===== src/rtl/absreg_pkg.sv =====
package absreg_pkg;
  localparam logic [6:0]  ADDR_DATA0 = 7'h04;
  localparam logic [6:0]  ADDR_STAT  = 7'h16;
  localparam logic [6:0]  ADDR_CMD   = 7'h17;
  localparam int          BUSY_BIT   = 12;
  localparam int          ERR_LSB    = 8;
  localparam logic [15:0] RN_GPR     = 16'h1000;
  localparam logic [15:0] RN_ISA     = 16'h0301;
  localparam logic [15:0] RN_OBS     = 16'hC000;

  typedef enum logic [2:0] {
    ERR_NONE  = 3'd0,
    ERR_BUSY  = 3'd1,
    ERR_NOSUP = 3'd2,
    ERR_EXC   = 3'd3,
    ERR_HALT  = 3'd4
  } err_e;

  typedef enum logic [1:0] {ST_IDLE, ST_RF, ST_LOCAL} st_e;
  typedef enum logic [1:0] {TGT_GPR, TGT_ISA, TGT_OBS, TGT_NONE} tgt_e;
endpackage


===== src/rtl/absreg_decode.sv =====
module absreg_decode
  import absreg_pkg::*;
#(
  parameter int XLEN    = 64,
  parameter int NUM_GPR = 16,
  parameter int NUM_OBS = 8
) (
  input  logic [15:0] regno_i,
  input  logic [2:0]  size_i,
  input  logic        xfer_i,
  input  logic        write_i,
  input  logic        halted_i,
  input  logic        busy_i,
  input  logic        err_free_i,
  output logic        start_o,
  output err_e        err_o,
  output tgt_e        tgt_o,
  output logic [4:0]  idx_o,
  output logic        narrow_o
);
  logic gpr_hit, gpr_ok, isa_hit, obs_hit, size_ok, reg_ok;

  assign gpr_hit  = regno_i[15:5] == RN_GPR[15:5];
  assign gpr_ok   = gpr_hit && (32'(regno_i[4:0]) < NUM_GPR);
  assign isa_hit  = regno_i == RN_ISA;
  assign obs_hit  = (regno_i >= RN_OBS) && (regno_i < RN_OBS + 16'(NUM_OBS));
  assign size_ok  = (size_i == 3'd2) || ((size_i == 3'd3) && (XLEN >= 64));
  assign reg_ok   = gpr_ok || ((isa_hit || obs_hit) && !write_i);
  assign narrow_o = (size_i == 3'd2);
  assign idx_o    = regno_i[4:0];

  always_comb begin
    if (gpr_hit)      tgt_o = TGT_GPR;
    else if (isa_hit) tgt_o = TGT_ISA;
    else if (obs_hit) tgt_o = TGT_OBS;
    else              tgt_o = TGT_NONE;
  end

  // priority: held error, busy, no transfer, size, halt, register
  always_comb begin
    start_o = 1'b0;
    err_o   = ERR_NONE;
    if (!err_free_i) begin
      start_o = 1'b0;
    end else if (busy_i) begin
      err_o = ERR_BUSY;
    end else if (!xfer_i) begin
      start_o = 1'b0;
    end else if (!size_ok) begin
      err_o = ERR_NOSUP;
    end else if (!halted_i) begin
      err_o = ERR_HALT;
    end else if (!reg_ok) begin
      err_o = ERR_EXC;
    end else begin
      start_o = 1'b1;
    end
  end
endmodule


===== src/rtl/absreg_msgbuf.sv =====
module absreg_msgbuf #(
  parameter int XLEN       = 64,
  parameter int DATA_WORDS = 4,
  localparam int SEL_W     = $clog2(DATA_WORDS),
  localparam int LD_WORDS  = XLEN / 32
) (
  input  logic                        clk_i,
  input  logic                        rst_ni,
  input  logic                        wr_en_i,
  input  logic [SEL_W-1:0]            wr_sel_i,
  input  logic [31:0]                 wr_data_i,
  input  logic                        ld_en_i,
  input  logic                        ld_narrow_i,
  input  logic [XLEN-1:0]             ld_val_i,
  output logic [DATA_WORDS-1:0][31:0] words_o
);
  for (genvar w = 0; w < DATA_WORDS; w++) begin : g_word
    if (w < LD_WORDS) begin : g_ld
      logic ld_here;
      assign ld_here = ld_en_i && ((w == 0) || !ld_narrow_i);
      always_ff @(posedge clk_i or negedge rst_ni) begin
        if (!rst_ni)                              words_o[w] <= '0;
        else if (ld_here)                         words_o[w] <= ld_val_i[w*32 +: 32];
        else if (wr_en_i && wr_sel_i == SEL_W'(w)) words_o[w] <= wr_data_i;
      end
    end else begin : g_plain
      always_ff @(posedge clk_i or negedge rst_ni) begin
        if (!rst_ni)                              words_o[w] <= '0;
        else if (wr_en_i && wr_sel_i == SEL_W'(w)) words_o[w] <= wr_data_i;
      end
    end
  end
endmodule


===== src/rtl/dbg_absreg_engine.sv =====
module dbg_absreg_engine
  import absreg_pkg::*;
#(
  parameter int XLEN       = 64,
  parameter int NUM_GPR    = 16,
  parameter int NUM_OBS    = 8,
  parameter int DATA_WORDS = 4
) (
  input  logic                       clk_i,
  input  logic                       rst_ni,
  input  logic                       dmi_req_i,
  input  logic                       dmi_we_i,
  input  logic [6:0]                 dmi_addr_i,
  input  logic [31:0]                dmi_wdata_i,
  output logic [31:0]                dmi_rdata_o,
  input  logic                       hart_halted_i,
  input  logic [XLEN-1:0]            isa_i,
  input  logic [NUM_OBS*XLEN-1:0]    obs_i,
  output logic                       rf_req_o,
  output logic                       rf_we_o,
  output logic [$clog2(NUM_GPR)-1:0] rf_addr_o,
  output logic [XLEN-1:0]            rf_wdata_o,
  input  logic [XLEN-1:0]            rf_rdata_i,
  input  logic                       rf_ack_i
);
  localparam int GPR_AW   = $clog2(NUM_GPR);
  localparam int SEL_W    = $clog2(DATA_WORDS);
  localparam int LD_WORDS = XLEN / 32;

  st_e                         state_q;
  logic [2:0]                  cmderr_q;
  logic                        busy;
  logic                        wr_cmd, wr_stat, wr_msg, in_msg;
  logic [SEL_W-1:0]            msg_sel;
  logic [DATA_WORDS-1:0][31:0] words;
  logic                        dec_start, dec_narrow;
  err_e                        dec_err;
  tgt_e                        dec_tgt;
  logic [4:0]                  dec_idx;
  tgt_e                        tgt_q;
  logic [4:0]                  idx_q;
  logic                        we_q, narrow_q;
  logic [XLEN-1:0]             wdata_q, wide_w, local_val, ld_val;
  logic                        ld_en;
  logic [2:0]                  err_new;

  assign busy    = state_q != ST_IDLE;
  assign in_msg  = (dmi_addr_i >= ADDR_DATA0) && (dmi_addr_i < ADDR_DATA0 + 7'(DATA_WORDS));
  assign msg_sel = SEL_W'(dmi_addr_i - ADDR_DATA0);
  assign wr_cmd  = dmi_req_i && dmi_we_i && (dmi_addr_i == ADDR_CMD);
  assign wr_stat = dmi_req_i && dmi_we_i && (dmi_addr_i == ADDR_STAT);
  assign wr_msg  = dmi_req_i && dmi_we_i && in_msg;

  absreg_decode #(
    .XLEN   (XLEN),
    .NUM_GPR(NUM_GPR),
    .NUM_OBS(NUM_OBS)
  ) i_decode (
    .regno_i   (dmi_wdata_i[15:0]),
    .size_i    (dmi_wdata_i[22:20]),
    .xfer_i    (dmi_wdata_i[17]),
    .write_i   (dmi_wdata_i[16]),
    .halted_i  (hart_halted_i),
    .busy_i    (busy),
    .err_free_i(cmderr_q == 3'd0),
    .start_o   (dec_start),
    .err_o     (dec_err),
    .tgt_o     (dec_tgt),
    .idx_o     (dec_idx),
    .narrow_o  (dec_narrow)
  );

  // outgoing write value from the message words at command time
  always_comb begin
    wide_w = '0;
    for (int w = 0; w < LD_WORDS; w++) begin
      if ((w == 0) || !dec_narrow) wide_w[w*32 +: 32] = words[w];
    end
  end

  always_comb begin
    local_val = isa_i;
    if (tgt_q == TGT_OBS) begin
      local_val = '0;
      for (int i = 0; i < NUM_OBS; i++) begin
        if (idx_q == 5'(i)) local_val = obs_i[i*XLEN +: XLEN];
      end
    end
  end

  assign ld_en  = ((state_q == ST_RF) && rf_ack_i && !we_q) || (state_q == ST_LOCAL);
  assign ld_val = (state_q == ST_RF) ? rf_rdata_i : local_val;

  absreg_msgbuf #(
    .XLEN      (XLEN),
    .DATA_WORDS(DATA_WORDS)
  ) i_msgbuf (
    .clk_i      (clk_i),
    .rst_ni     (rst_ni),
    .wr_en_i    (wr_msg && !busy),
    .wr_sel_i   (msg_sel),
    .wr_data_i  (dmi_wdata_i),
    .ld_en_i    (ld_en),
    .ld_narrow_i(narrow_q),
    .ld_val_i   (ld_val),
    .words_o    (words)
  );

  always_ff @(posedge clk_i or negedge rst_ni) begin
    if (!rst_ni) begin
      state_q  <= ST_IDLE;
      tgt_q    <= TGT_NONE;
      idx_q    <= '0;
      we_q     <= 1'b0;
      narrow_q <= 1'b0;
      wdata_q  <= '0;
    end else begin
      case (state_q)
        ST_IDLE: begin
          if (wr_cmd && dec_start) begin
            state_q  <= (dec_tgt == TGT_GPR) ? ST_RF : ST_LOCAL;
            tgt_q    <= dec_tgt;
            idx_q    <= dec_idx;
            we_q     <= dmi_wdata_i[16];
            narrow_q <= dec_narrow;
            wdata_q  <= wide_w;
          end
        end
        ST_RF:    if (rf_ack_i) state_q <= ST_IDLE;
        default:  state_q <= ST_IDLE;
      endcase
    end
  end

  always_comb begin
    err_new = ERR_NONE;
    if (wr_cmd)                err_new = dec_err;
    else if (wr_msg && busy)   err_new = ERR_BUSY;
  end

  always_ff @(posedge clk_i or negedge rst_ni) begin
    if (!rst_ni)                                 cmderr_q <= '0;
    else if (wr_stat)                            cmderr_q <= cmderr_q & ~dmi_wdata_i[ERR_LSB +: 3];
    else if (cmderr_q == 3'd0 && err_new != 3'd0) cmderr_q <= err_new;
  end

  always_comb begin
    dmi_rdata_o = '0;
    if (dmi_addr_i == ADDR_STAT) begin
      dmi_rdata_o[BUSY_BIT]       = busy;
      dmi_rdata_o[ERR_LSB +: 3]   = cmderr_q;
      dmi_rdata_o[3:0]            = 4'(DATA_WORDS);
    end else if (in_msg) begin
      dmi_rdata_o = words[msg_sel];
    end
  end

  assign rf_req_o   = state_q == ST_RF;
  assign rf_we_o    = we_q;
  assign rf_addr_o  = idx_q[GPR_AW-1:0];
  assign rf_wdata_o = wdata_q;
endmodule


===== config.mk =====
export PLATFORM = sky130hd
export DESIGN_NAME = dbg_absreg_engine
export DESIGN_NICKNAME = d
export VERILOG_FILES = /design/src/rtl/absreg_pkg.sv /design/src/rtl/absreg_decode.sv /design/src/rtl/absreg_msgbuf.sv /design/src/rtl/dbg_absreg_engine.sv
export SDC_FILE = /design/constraint.sdc
export NUM_CORES = 1
export LEC_CHECK = 0
export ABC_CLOCK_PERIOD_IN_PS = 4200
export BUFFER_PORTS_ARGS = -buffer_cell sky130_fd_sc_hd__buf_2
export CAP_MARGIN = 20
export CELL_PAD_IN_SITES_DETAIL_PLACEMENT = 1
export CELL_PAD_IN_SITES_GLOBAL_PLACEMENT = 2
export CORE_AREA = 3 3 308 310
export DETAILED_ROUTE_END_ITERATION = 6
export DIE_AREA = 0 0 311 313
export MAX_ROUTING_LAYER = met4
export PLACE_DENSITY = 0.55
export SETUP_SLACK_MARGIN = 0.1
export SLEW_MARGIN = 20
export SYNTH_ARGS = -nofsm -noshare
export SYNTH_HDL_FRONTEND = slang
export SYNTH_SLANG_ARGS = --single-unit

===== constraint.sdc =====
create_clock -name clk_i -period 4.2 [get_ports clk_i]
set_clock_uncertainty 0.05 [all_clocks]
set_input_delay 1.26 -clock clk_i [delete_from_list [all_inputs] [get_ports clk_i]]
set_output_delay 1.26 -clock clk_i [all_outputs]
set_load 0.005 [all_outputs]

==> results.sh, run 1 <==
export IMPL_leakage_uw=0.0101
export IMPL_cp_startpoint="dmi_addr_i[1]"
export IMPL_wire_per_inst_um=32.4
export IMPL_r2r_end="i_msgbuf.words_o[38]$_DFFE_PN0P_"
export IMPL_synth_distinct_cells=66
export IMPL_io_pins=787
export IMPL_clkTransAtPathRegs_ps=60
export IMPL_synthCells=1479
export IMPL_post_cts_setup_buffer_count=0
export IMPL_postCtsHoldBufs=0
export IMPL_yosys_warnings=0
export IMPL_rows=111
export IMPL_final_fill_count=10900
export IMPL_die_area_mm2=0.0973
export IMPL_cp_start_kind="input pin"
export IMPL_clkSinkCount=206
export IMPL_cts_tree="yes"
export IMPL_worst_hold_slack_ps=456
export IMPL_max_slew_margin_pct=37.5
export IMPL_critPathMaxFanout=15
export IMPL_die_width_um=311
export IMPL_drc=0
export IMPL_fin_setup_tns_ps=0
export IMPL_gr_usage_all_layers_pct=22.9
export IMPL_r2r_start="idx_q[3]$_DFFE_PN0P_"
export IMPL_regToRegSetupSlack_ps=1050
export IMPL_clock_latency_ps=590
export IMPL_status="finished clean"
export IMPL_synth_area_mm2=0.0150
export IMPL_end_kind="output port"
export IMPL_cts_buffers=28
export IMPL_grt_antenna_before_repair=58
export IMPL_slowest_stage="mux4_2"
export IMPL_first_iter_violations=1390
export IMPL_avgSynthCellArea_um2=10.1
export IMPL_grt_pass1_vias=17900
export IMPL_start_util_pct=16.3
export IMPL_hold_class="reg -> reg"
export IMPL_ys_flop_type="dfrtp_1"
export IMPL_cts_root_buf="clkbuf_16"
export IMPL_path_class="in -> out"
export IMPL_synth_nets=2164
export IMPL_fin_crit_ps=3940
export IMPL_nets=2892
export IMPL_worstPathRequired_ps=2890
export IMPL_hpwl_um=94300
export IMPL_coreArea_mm2=0.0919
export IMPL_place_gp_congestion=0.907
export IMPL_setup_viol=0
export IMPL_cpMostUsedCell="buf_2"
export IMPL_timing_final_crit_share_pct=93.8
export IMPL_arrival_ps=2630
export IMPL_routed_wl_um=113000
export IMPL_grt_pass1_wl_um=152000
export IMPL_ant_nets=0
export IMPL_first_pass_iters=7
export IMPL_slew_viol_final=0
export IMPL_worst_slew_pin_slew_ps=938
export IMPL_ys_ff_latch=206
export IMPL_dp_cells=3420
export IMPL_port_buffers=786
export IMPL_gr_total_overflow=0
export IMPL_syn_to_final_growth_pct=43.9
export IMPL_synth_edff_count=0
export IMPL_maxCapViolCount=0
export IMPL_async_flop_share_pct=100
export IMPL_vias=16800
export IMPL_rr_worst_depth=7
export IMPL_die_h_um=313
export IMPL_p_per_area_mw_per_mm2=269
export IMPL_post_cts_resize_count=0
export IMPL_drive_gt1_share_pct=51.3
export IMPL_yosysSeqAreaShare_pct=34.5
export IMPL_cts_path_max_buffers=3
export IMPL_finalNonFillerCells=3501
export IMPL_grt_max_degree=70
export IMPL_hold_viol=0
export IMPL_crit_chain="buf_2 > mux4_2 > a22o_1 > buf_2"
export IMPL_crit_path_max_incr_delay_ps=570
export IMPL_htreeDepth=1
export IMPL_peakVddDrop_mv=0.240
export IMPL_rsz0062_at_grt="no"
export IMPL_vias_per_cell=4.81
export IMPL_cp_endpoint="dmi_rdata_o[10]"
export IMPL_max_freq_mhz=254
-- state kept, by name (all words and copies together), names as in the netlist --
| name | cells |
|---|---|
| cmderr_q | 3 |
| rf_wdata_o | 64 |
| state_q | 2 |
| i_msgbuf.words_o | 128 |
| rf_we_o | 1 |
| tgt_q | 2 |
| narrow_q | 1 |
| idx_q | 5 |
-- power by group --
| part | internal (uW) | total (uW) | leakage, uW | switching [uW] |
|---|---|---|---|---|
| clock network | 1580 | 2620 | 0.000491 | 1040 |
| registers | 2080 | 2250 | 0.00278 | 168 |
| logic | 483 | 916 | 0.00685 | 433 |
-- layout make-up --
| type | instances | area (um^2) | share of cell area (%) |
|---|---|---|---|
| tap | 1243 | 1560 | 7.22 |
| antenna | 31 | 77.6 | 0.360 |
| inverter | 3 | 12.5 | 0.0581 |
| sequential | 206 | 5160 | 24.0 |
| clock buffer | 36 | 791 | 3.67 |
| clock inverter | 14 | 209 | 0.971 |
| multi-input combinational | 1117 | 9150 | 42.5 |
| timing repair buffer | 851 | 4570 | 21.2 |
-- layout by cell type (no fill, tap or decap), types with 27 or more instances in the layout --
cell       netlist  final
a22oi_1         28     28
nor2b_1         63     59
mux2_2         106    106
o2bb2ai_1       29     29
buf_4            7     54
mux2i_1         68     68
o22ai_1         62     62
a221oi_1        41     41
nand2_1        108    108
o211ai_1        30     30
o21ai_0         49     49
dfrtp_1        204    202
buf_2           40    785
and2_1          31     30
a21oi_1         43     42
a221o_1         28     28
diode_2          0     31
nor2_1          71     67
o221ai_1        30     30
clkbuf_16        0     28
a211o_1         27     27
mux2_4          68     68
mux4_2          36     36
nor3_1          42     41
-- how the worst min path moves through the flow --
stage | to | start | depth (start not counted) | slack (ps)
2_1_floorplan | i_msgbuf.words_o[123]$_DFFE_PN0P_ | i_msgbuf.words_o[123]$_DFFE_PN0P_ | 1 | 420
3_3_place_gp | i_msgbuf.words_o[113]$_DFFE_PN0P_ | i_msgbuf.words_o[113]$_DFFE_PN0P_ | 1 | 430
3_5_place_dp | rf_wdata_o[55]$_DFFE_PN0P_ | rf_wdata_o[55]$_DFFE_PN0P_ | 1 | 440
4_1_cts | i_msgbuf.words_o[104]$_DFFE_PN0P_ | i_msgbuf.words_o[104]$_DFFE_PN0P_ | 1 | 460
5_1_grt | i_msgbuf.words_o[69]$_DFFE_PN0P_ | i_msgbuf.words_o[69]$_DFFE_PN0P_ | 1 | 470
6_report | i_msgbuf.words_o[104]$_DFFE_PN0P_ | i_msgbuf.words_o[104]$_DFFE_PN0P_ | 1 | 460
-- through the flow --
| stage | cell area, um^2 | total power [uW] | utilization (%) | worst slack, ps |
|---|---|---|---|---|
| 2_1_floorplan | 15000 | 2500 | - | 315 |
| 3_3_place_gp | 20500 | 3190 | 22.2 | 274 |
| 3_5_place_dp | 20500 | 3210 | 22.2 | 242 |
| 4_1_cts | 21500 | 5890 | 23.3 | 242 |
| 5_1_grt | 21500 | 6040 | 23.4 | 210 |
| 6_report | 21500 | 5790 | 23.4 | 259 |
-- logic make-up (layout without fill, tap and decap cells) --
logic type             count (synthesis)  count (layout)  share of synthesized area (%)
buffers and inverters                156             904                           5.00
AOI/OAI and AO/OA                    462             462                           23.0
DFF                                  206             206                           34.5
muxes                                278             278                           24.8
other                                  0              31                              0
and+or+nand+nor                      377             377                           12.7
-- synth_stat cells (3+ instances only) --
library cell / count / area share, %
o2bb2ai_1: 29 / 1.7
o31ai_1: 3 / 0.15
nand3_1: 19 / 0.64
nand4_1: 6 / 0.25
mux2_2: 106 / 8.0
clkbuf_1: 87 / 2.2
a221o_1: 28 / 1.9
nor2_1: 71 / 1.8
mux2_4: 68 / 6.8
nand2_1: 108 / 2.7
or3_1: 5 / 0.21
o21ai_0: 49 / 1.6
a22o_1: 4 / 0.23
buf_6: 7 / 0.53
a22oi_1: 28 / 1.4
nor3_1: 42 / 1.4
buf_8: 3 / 0.30
o211ai_1: 30 / 1.5
a21oi_1: 43 / 1.4
dfrtp_1: 204 / 34
a31oi_1: 24 / 1.0
o21a_1: 24 / 1.2
o2111ai_1: 3 / 0.18
o221ai_1: 30 / 1.8
a221oi_1: 41 / 2.4
buf_1: 9 / 0.23
nor4_1: 3 / 0.13
a222oi_1: 23 / 1.5
a211o_1: 27 / 1.6
o22ai_1: 62 / 2.6
nand2b_1: 9 / 0.38
nor2b_1: 63 / 2.6
buf_4: 7 / 0.35
mux4_2: 36 / 5.4
and2_1: 31 / 1.3
mux2i_1: 68 / 4.5
buf_2: 40 / 1.3
-- worst max-delay path, delay by kind of cell --
kind	cells	cell delay [ps]
AO/OA/AOI/OAI	1	240
buffers and inverters	2	520
multiplexers	1	570
-- per-layer routing --
metal / routed length [um] / share of wire, % / up-vias / track usage (%)
met2: 52100 / 46 / 773 / 35.4
met5: 0 / 0 / - / -
li1: - / - / 7276 / -
met3: 7750 / 6.8 / 114 / 5.18
met4: 2500 / 2.2 / 0 / 6.05
met1: 51000 / 45 / 8664 / 30.2
Power figures use the tool's default switching activity.
==> run 2: changes to the inputs <==
ABC_AREA = 1   (was unset)
ABC_CLOCK_PERIOD_IN_PS = 3800   (was 4200)
CORE_AREA = 3 3 303 305   (was 3 3 308 310)
DIE_AREA = 0 0 306 308   (was 0 0 311 313)
GPL_TIMING_DRIVEN = 0   (was unset)
PLACE_DENSITY = 0.63   (was 0.55)
clock period = 3.8 ns   (was 4.2 ns; I/O delays follow)
==> run 2 against run 1 <==
Against the previous run:
- critical path depth increased by 5
- final cell count increased by 26%
- setup slack got worse by 140 ps
- power increased by 0.74%
- flip-flop and latch count unchanged
- utilization increased by 0.24 points
- synthesized cell count increased by 59%
- combinational power decreased by 11%
- area after synthesis decreased by 2.5%
- sequential share of layout area increased by 0.34 points
- critical endpoint is now dmi_rdata_o[2]
- largest power group unchanged
==> results.sh, run 2 <==
export IMPL_die_h_um=308
export IMPL_cts_root_buf="clkbuf_16"
export IMPL_power_uw=5830
export IMPL_clkSinkCount=206
export IMPL_yosysSeqAreaShare_pct=35.3
export IMPL_cp_start_kind="input pin"
export IMPL_synth_area_leaders="dfrtp_1, nand2_1, a21oi_1"
export IMPL_leakage_uw=0.0112
export IMPL_htreeDepth=1
export IMPL_p_per_area_mw_per_mm2=275
export IMPL_avgSynthCellArea_um2=6.20
export IMPL_routed_wl_um=125000
export IMPL_grt_pass1_vias=21100
export IMPL_yosys_area_top_type_share_pct=35.0
export IMPL_crit_path_max_incr_delay_ps=300
export IMPL_rows=110
export IMPL_timing_final_crit_share_pct=96.7
export IMPL_yosys_warnings=0
export IMPL_synthTopCellsByCount="nand2_1, nor2_1, a21oi_1"
export IMPL_layout_commonest_cell="nand2_1"
export IMPL_synth_distinct_cells=36
export IMPL_hold_class="reg -> reg"
export IMPL_ant_nets=0
export IMPL_worst_slew_pin_slew_ps=966
export IMPL_cp_startpoint="dmi_addr_i[1]"
export IMPL_path_depth=9
export IMPL_synth_most_common_cell="nand2_1"
export IMPL_drive_gt1_share_pct=30.0
export IMPL_arrival_ps=2490
export IMPL_regMostFlops="i_msgbuf.words_o"
export IMPL_postCtsHoldBufs=0
export IMPL_setup_viol=0
export IMPL_maxCapViolCount=0
export IMPL_crit_chain="buf_2 > inv_1 > nor2_4 > clkbuf_4 > nand2_1 > nand4_1 > nand2_1 > nand2_1 > buf_2"
export IMPL_grt_max_degree=81
export IMPL_gr_usage_all_layers_pct=26.5
export IMPL_regToRegSetupSlack_ps=160
export IMPL_clkTransAtPathRegs_ps=60
export IMPL_status="finished clean"
export IMPL_fin_setup_tns_ps=0
export IMPL_cp_endpoint="dmi_rdata_o[2]"
export IMPL_wire_per_inst_um=28.5
export IMPL_post_place_ws_ps=-561
export IMPL_async_flop_share_pct=100
export IMPL_drc=0
export IMPL_critPathMaxFanout=10
export IMPL_die_width_um=306
export IMPL_largest_reg_flops=128
export IMPL_synth_nets=3037
export IMPL_fin_crit_ps=3680
export IMPL_synth_area_mm2=0.0146
export IMPL_first_iter_violations=1478
export IMPL_synth_edff_count=0
export IMPL_r2r_end="i_msgbuf.words_o[38]$_DFFE_PN0P_"
export IMPL_final_fill_count=11500
export IMPL_clock_latency_ps=540
export IMPL_place_gp_congestion=0.932
export IMPL_slew_viol_final=0
export IMPL_end_kind="output port"
export IMPL_io_pins=787
export IMPL_rr_worst_depth=11
export IMPL_ys_flop_type="dfrtp_1"
export IMPL_vias_per_cell=4.57
export IMPL_worstPathRequired_ps=2610
export IMPL_vias=20100
export IMPL_max_slew_margin_pct=35.6
export IMPL_grt_antenna_before_repair=63
export IMPL_nets=3854
export IMPL_slowest_stage="clkbuf_4"
export IMPL_start_util_pct=16.3
export IMPL_fin_util_pct=23.7
export IMPL_cts_path_max_buffers=3
export IMPL_setup_ws_ps=124
export IMPL_rsz0062_at_grt="yes"
export IMPL_synth_area_leader_cell="dfrtp_1"
export IMPL_max_freq_mhz=272
export IMPL_hold_depth=2
export IMPL_gr_total_overflow=0
export IMPL_path_class="in -> out"
export IMPL_synthCells=2352
export IMPL_path_delay_family="simple AND/OR/NAND/NOR gates"
export IMPL_dp_cells=4316
export IMPL_first_pass_iters=5
export IMPL_die_area_mm2=0.0942
export IMPL_grt_pass1_wl_um=170000
export IMPL_syn_to_final_growth_pct=45.3
export IMPL_hold_viol=0
export IMPL_finalNonFillerCells=4403
export IMPL_hpwl_um=108000
export IMPL_path_buf_inv=4
export IMPL_r2r_start="idx_q[2]$_DFFE_PN0P_"
export IMPL_layout_common_cells="nand2_1, buf_2, nor2_1"
export IMPL_cpMostUsedCell="nand2_1"
export IMPL_coreArea_mm2=0.0896
export IMPL_port_buffers=786
export IMPL_cts_buffers=24
export IMPL_peakVddDrop_mv=0.265
export IMPL_ys_ff_latch=206
export IMPL_cts_tree="yes"
[run 2: cell types whose count changed after synthesis, moves of 88 or more]
cell and change:
nand2_1 +738, a21oi_1 +166, inv_1 +166, nor2_1 +159, o21ai_0 +142, mux2_2 -106, nand3_1 +88
[run 2: report_power, final]
part	total, uW	switching, uW	internal [uW]	leakage, uW
Sequential	2480	168	2310	0.00274
Combinational	813	441	372	0.00807
Clock	2530	1020	1510	0.000414
[run 2: final cells by class]
| type | instances | area, um^2 | area share (%) |
|---|---|---|---|
| clock buffers | 38 | 764 | 3.61 |
| flip-flops and latches | 206 | 5160 | 24.3 |
| repair buffers | 791 | 4020 | 19.0 |
| clock inverters | 6 | 85.1 | 0.401 |
| inverters | 181 | 687 | 3.24 |
| plain buffers | 156 | 728 | 3.44 |
| well taps | 1176 | 1470 | 6.94 |
| multi-input cells | 1809 | 8180 | 38.6 |
| diodes | 40 | 100 | 0.472 |
[run 2: worst register-to-register path, stage by stage, from the launching register on]
cell and delay [ps]:
dfrtp_1 500, inv_1 150, nand4_1 370, buf_2 390, buf_2 380, nor2_1 100
nor2_2 290, nand4_1 550, nand2_1 220, nand2_1 130, nand2_1 250, a31oi_1 140
[run 2: cell families after synthesis]
kind of cell | Yosys count | share of synthesized area, %
buffers and inverters | 337 | 9.28
flip-flops | 206 | 35.3
AO/OA/AOI/OAI | 546 | 20.4
AND/OR/NAND/NOR | 1263 | 35.0
[run 2: stage by stage]
stage,hold WS (ps),instance area [um^2]
floorplan,392,14600
global placement,407,20000
detailed placement,415,20100
CTS,428,21000
global route,457,21200
finish,422,21200
[run 2: layer usage]
metal	track usage, %	routed length (um)	vias up
met1	35.1	57300	9861
met4	2.96	1640	0
met3	5.06	8140	98
li1	-	-	9381
met2	43.4	58200	778
met5	-	0	-
[run 2: worst min path at each step]
stage / startpoint / end / slack [ps]
after floorplan: cmderr_q[2]$_DFFE_PN0P_ / cmderr_q[2]$_DFFE_PN0P_ / 390
after global placement: cmderr_q[2]$_DFFE_PN0P_ / cmderr_q[2]$_DFFE_PN0P_ / 410
after detailed placement: cmderr_q[2]$_DFFE_PN0P_ / cmderr_q[2]$_DFFE_PN0P_ / 410
after CTS: cmderr_q[2]$_DFFE_PN0P_ / cmderr_q[2]$_DFFE_PN0P_ / 430
after global routing: i_msgbuf.words_o[83]$_DFFE_PN0P_ / i_msgbuf.words_o[83]$_DFFE_PN0P_ / 460
final: cmderr_q[2]$_DFFE_PN0P_ / cmderr_q[2]$_DFFE_PN0P_ / 420
[run 2: what timing repair did]
item	4_1_cts	5_1_grt
gates resized for setup	47	21
pin swaps	2	3
buffers inserted	2	1
endpoints found under the setup margin	36	24
endpoints found under the hold margin	0	0
==> run 3: changes to the inputs <==
RECOVER_POWER = 100   (was unset)
SLEW_MARGIN = unset   (was 20)
==> run 3 against run 2 <==
Against the previous run:
- the flow now finishes with violations (max-capacitance violations, max-slew violations)
- die area unchanged
- clock power decreased by 5%
- sequential power about the same
- largest power group is now sequential cells
- global-route usage about the same
- count of clock-buffer cells in the layout increased by 1
- wire length increased by 0.11%
==> results.sh, run 3 (same netlist as run 2, synthesis figures left out) <==
export IMPL_cts_path_max_buffers=3
export IMPL_clkTransAtPathRegs_ps=60
export IMPL_hpwl_um=108000
export IMPL_vias=20100
export IMPL_violations="max-capacitance violations, max-slew violations"
export IMPL_max_slew_margin_pct=-70.1
export IMPL_start_util_pct=16.3
export IMPL_ant_nets=0
export IMPL_leakage_uw=0.0109
export IMPL_status="complete, but fails checks"
export IMPL_worst_slew_pin_slew_ps=2550
export IMPL_syn_to_final_growth_pct=43.8
export IMPL_clock_latency_ps=540
export IMPL_cts_tree="yes"
export IMPL_routed_wl_um=125000
export IMPL_end_kind="output port"
export IMPL_worstPathRequired_ps=2610
export IMPL_grt_pass1_wl_um=170000
export IMPL_grt_antenna_before_repair=63
export IMPL_die_h_um=308
export IMPL_grt_pass1_vias=21100
export IMPL_htreeDepth=1
export IMPL_largest_reg_flops=128
export IMPL_fin_util_pct=23.4
export IMPL_setup_viol=0
export IMPL_io_pins=787
export IMPL_dp_cells=4316
export IMPL_first_pass_iters=5
export IMPL_design_area_mm2=0.0210
export IMPL_arrival_ps=2540
export IMPL_drive_gt1_share_pct=27.2
export IMPL_layout_commonest_cell="nand2_1"
export IMPL_p_per_area_mw_per_mm2=272
export IMPL_regMostFlops="i_msgbuf.words_o"
export IMPL_peakVddDrop_mv=0.236
export IMPL_coreArea_mm2=0.0896
export IMPL_fin_crit_ps=3730
export IMPL_drc=0
export IMPL_critPathMaxFanout=10
export IMPL_layout_common_cells="nand2_1, buf_2, nor2_1"
export IMPL_nets=3854
export IMPL_power_uw=5700
export IMPL_hold_viol=0
export IMPL_path_class="in -> out"
export IMPL_slew_viol_final=37
export IMPL_gr_total_overflow=0
export IMPL_vias_per_cell=4.57
export IMPL_cts_buffers=24
export IMPL_first_iter_violations=1512
export IMPL_timing_final_crit_share_pct=98.1
export IMPL_finalNonFillerCells=4404
export IMPL_gr_usage_all_layers_pct=26.5
export IMPL_maxCapViolCount=1
export IMPL_placed_cell_area_mm2=0.0201
export IMPL_grt_max_degree=98
export IMPL_port_buffers=786
export IMPL_wire_per_inst_um=28.5
export IMPL_postCtsHoldBufs=0
export IMPL_cp_start_kind="input pin"
export IMPL_cts_root_buf="clkbuf_16"
export IMPL_rsz0062_at_grt="yes"
export IMPL_rows=110
export IMPL_place_gp_congestion=0.932
export IMPL_clkSinkCount=206
export IMPL_die_width_um=306
export IMPL_die_area_mm2=0.0942
export IMPL_max_freq_mhz=268
export IMPL_hold_class="reg -> reg"
==> run 3: changes by cell type in the layout (fill, tap and decap cells not counted), moves of 6 or more <==
cell	delta
clkbuf_1	+81
buf_2	-76
o21ai_0	+8
o21ai_1	-8
clkbuf_2	+7
clkbuf_8	-6
==> run 3: final cells by class <==
type	instances	area, um^2
buffer	156	701
timing repair buffer	791	3930
clock buffer	39	708
multi-input combinational	1809	8150
tap	1176	1470
sequential	206	5160
fill	11600	68600
antenna	42	105
inverter	181	687
clock inverter	4	75.1
==> run 3: per-stage QoR <==
stage | hold slack (ps) | setup TNS [ps] | setup slack (ps)
3_5_place_dp | 415 | -14320 | -561
5_1_grt | 455 | 0 | 31.4
4_1_cts | 428 | 0 | 99.7
2_1_floorplan | 392 | 0 | 620
6_report | 423 | 0 | 71.1
3_3_place_gp | 407 | -524590 | -2520
==> run 3: per-layer routing <==
| metal | GRT usage, % | vias up | part of all wire (%) |
|---|---|---|---|
| li1 | - | 9387 | - |
| met1 | 35.0 | 9880 | 45 |
| met2 | 43.4 | 784 | 47 |
| met3 | 5.11 | 95 | 6.8 |
| met4 | 2.89 | 0 | 1.3 |
| met5 | - | - | 0 |
==> run 3: repair_timing <==
item,in CTS,in global routing
pin swaps,2,3
hold endpoints to repair,0,0
endpoints found under the setup margin,36,24
buffers inserted,2,1
resized for setup,47,19
==> run 3: final timing paths <==
kind	startpoint	endpoint	slack, ps	depth (start not counted)
min in group asynchronous	rst_ni	rf_wdata_o[19]$_DFFE_PN0P_	1350	1
worst max register to register	idx_q[2]$_DFFE_PN0P_	i_msgbuf.words_o[38]$_DFFE_PN0P_	270	11
worst min register to register	cmderr_q[2]$_DFFE_PN0P_	cmderr_q[2]$_DFFE_PN0P_	420	2
max in group asynchronous	rst_ni	idx_q[4]$_DFFE_PN0P_	900	2
worst min-delay path	cmderr_q[2]$_DFFE_PN0P_	cmderr_q[2]$_DFFE_PN0P_	420	2
worst max-delay path	dmi_addr_i[1]	dmi_rdata_o[6]	70	8
==> run 3: power by group <==
group | switching [uW] | internal [uW]
clock | 1000 | 1410
combinational | 438 | 370
sequential | 168 | 2310
==> run 3: critical path, stage by stage <==
cell and delay [ps]:
buf_2 130, inv_1 140, nand2_1 150, inv_2 180
buf_4 230, a22oi_1 90, a21oi_1 300, buf_2 180
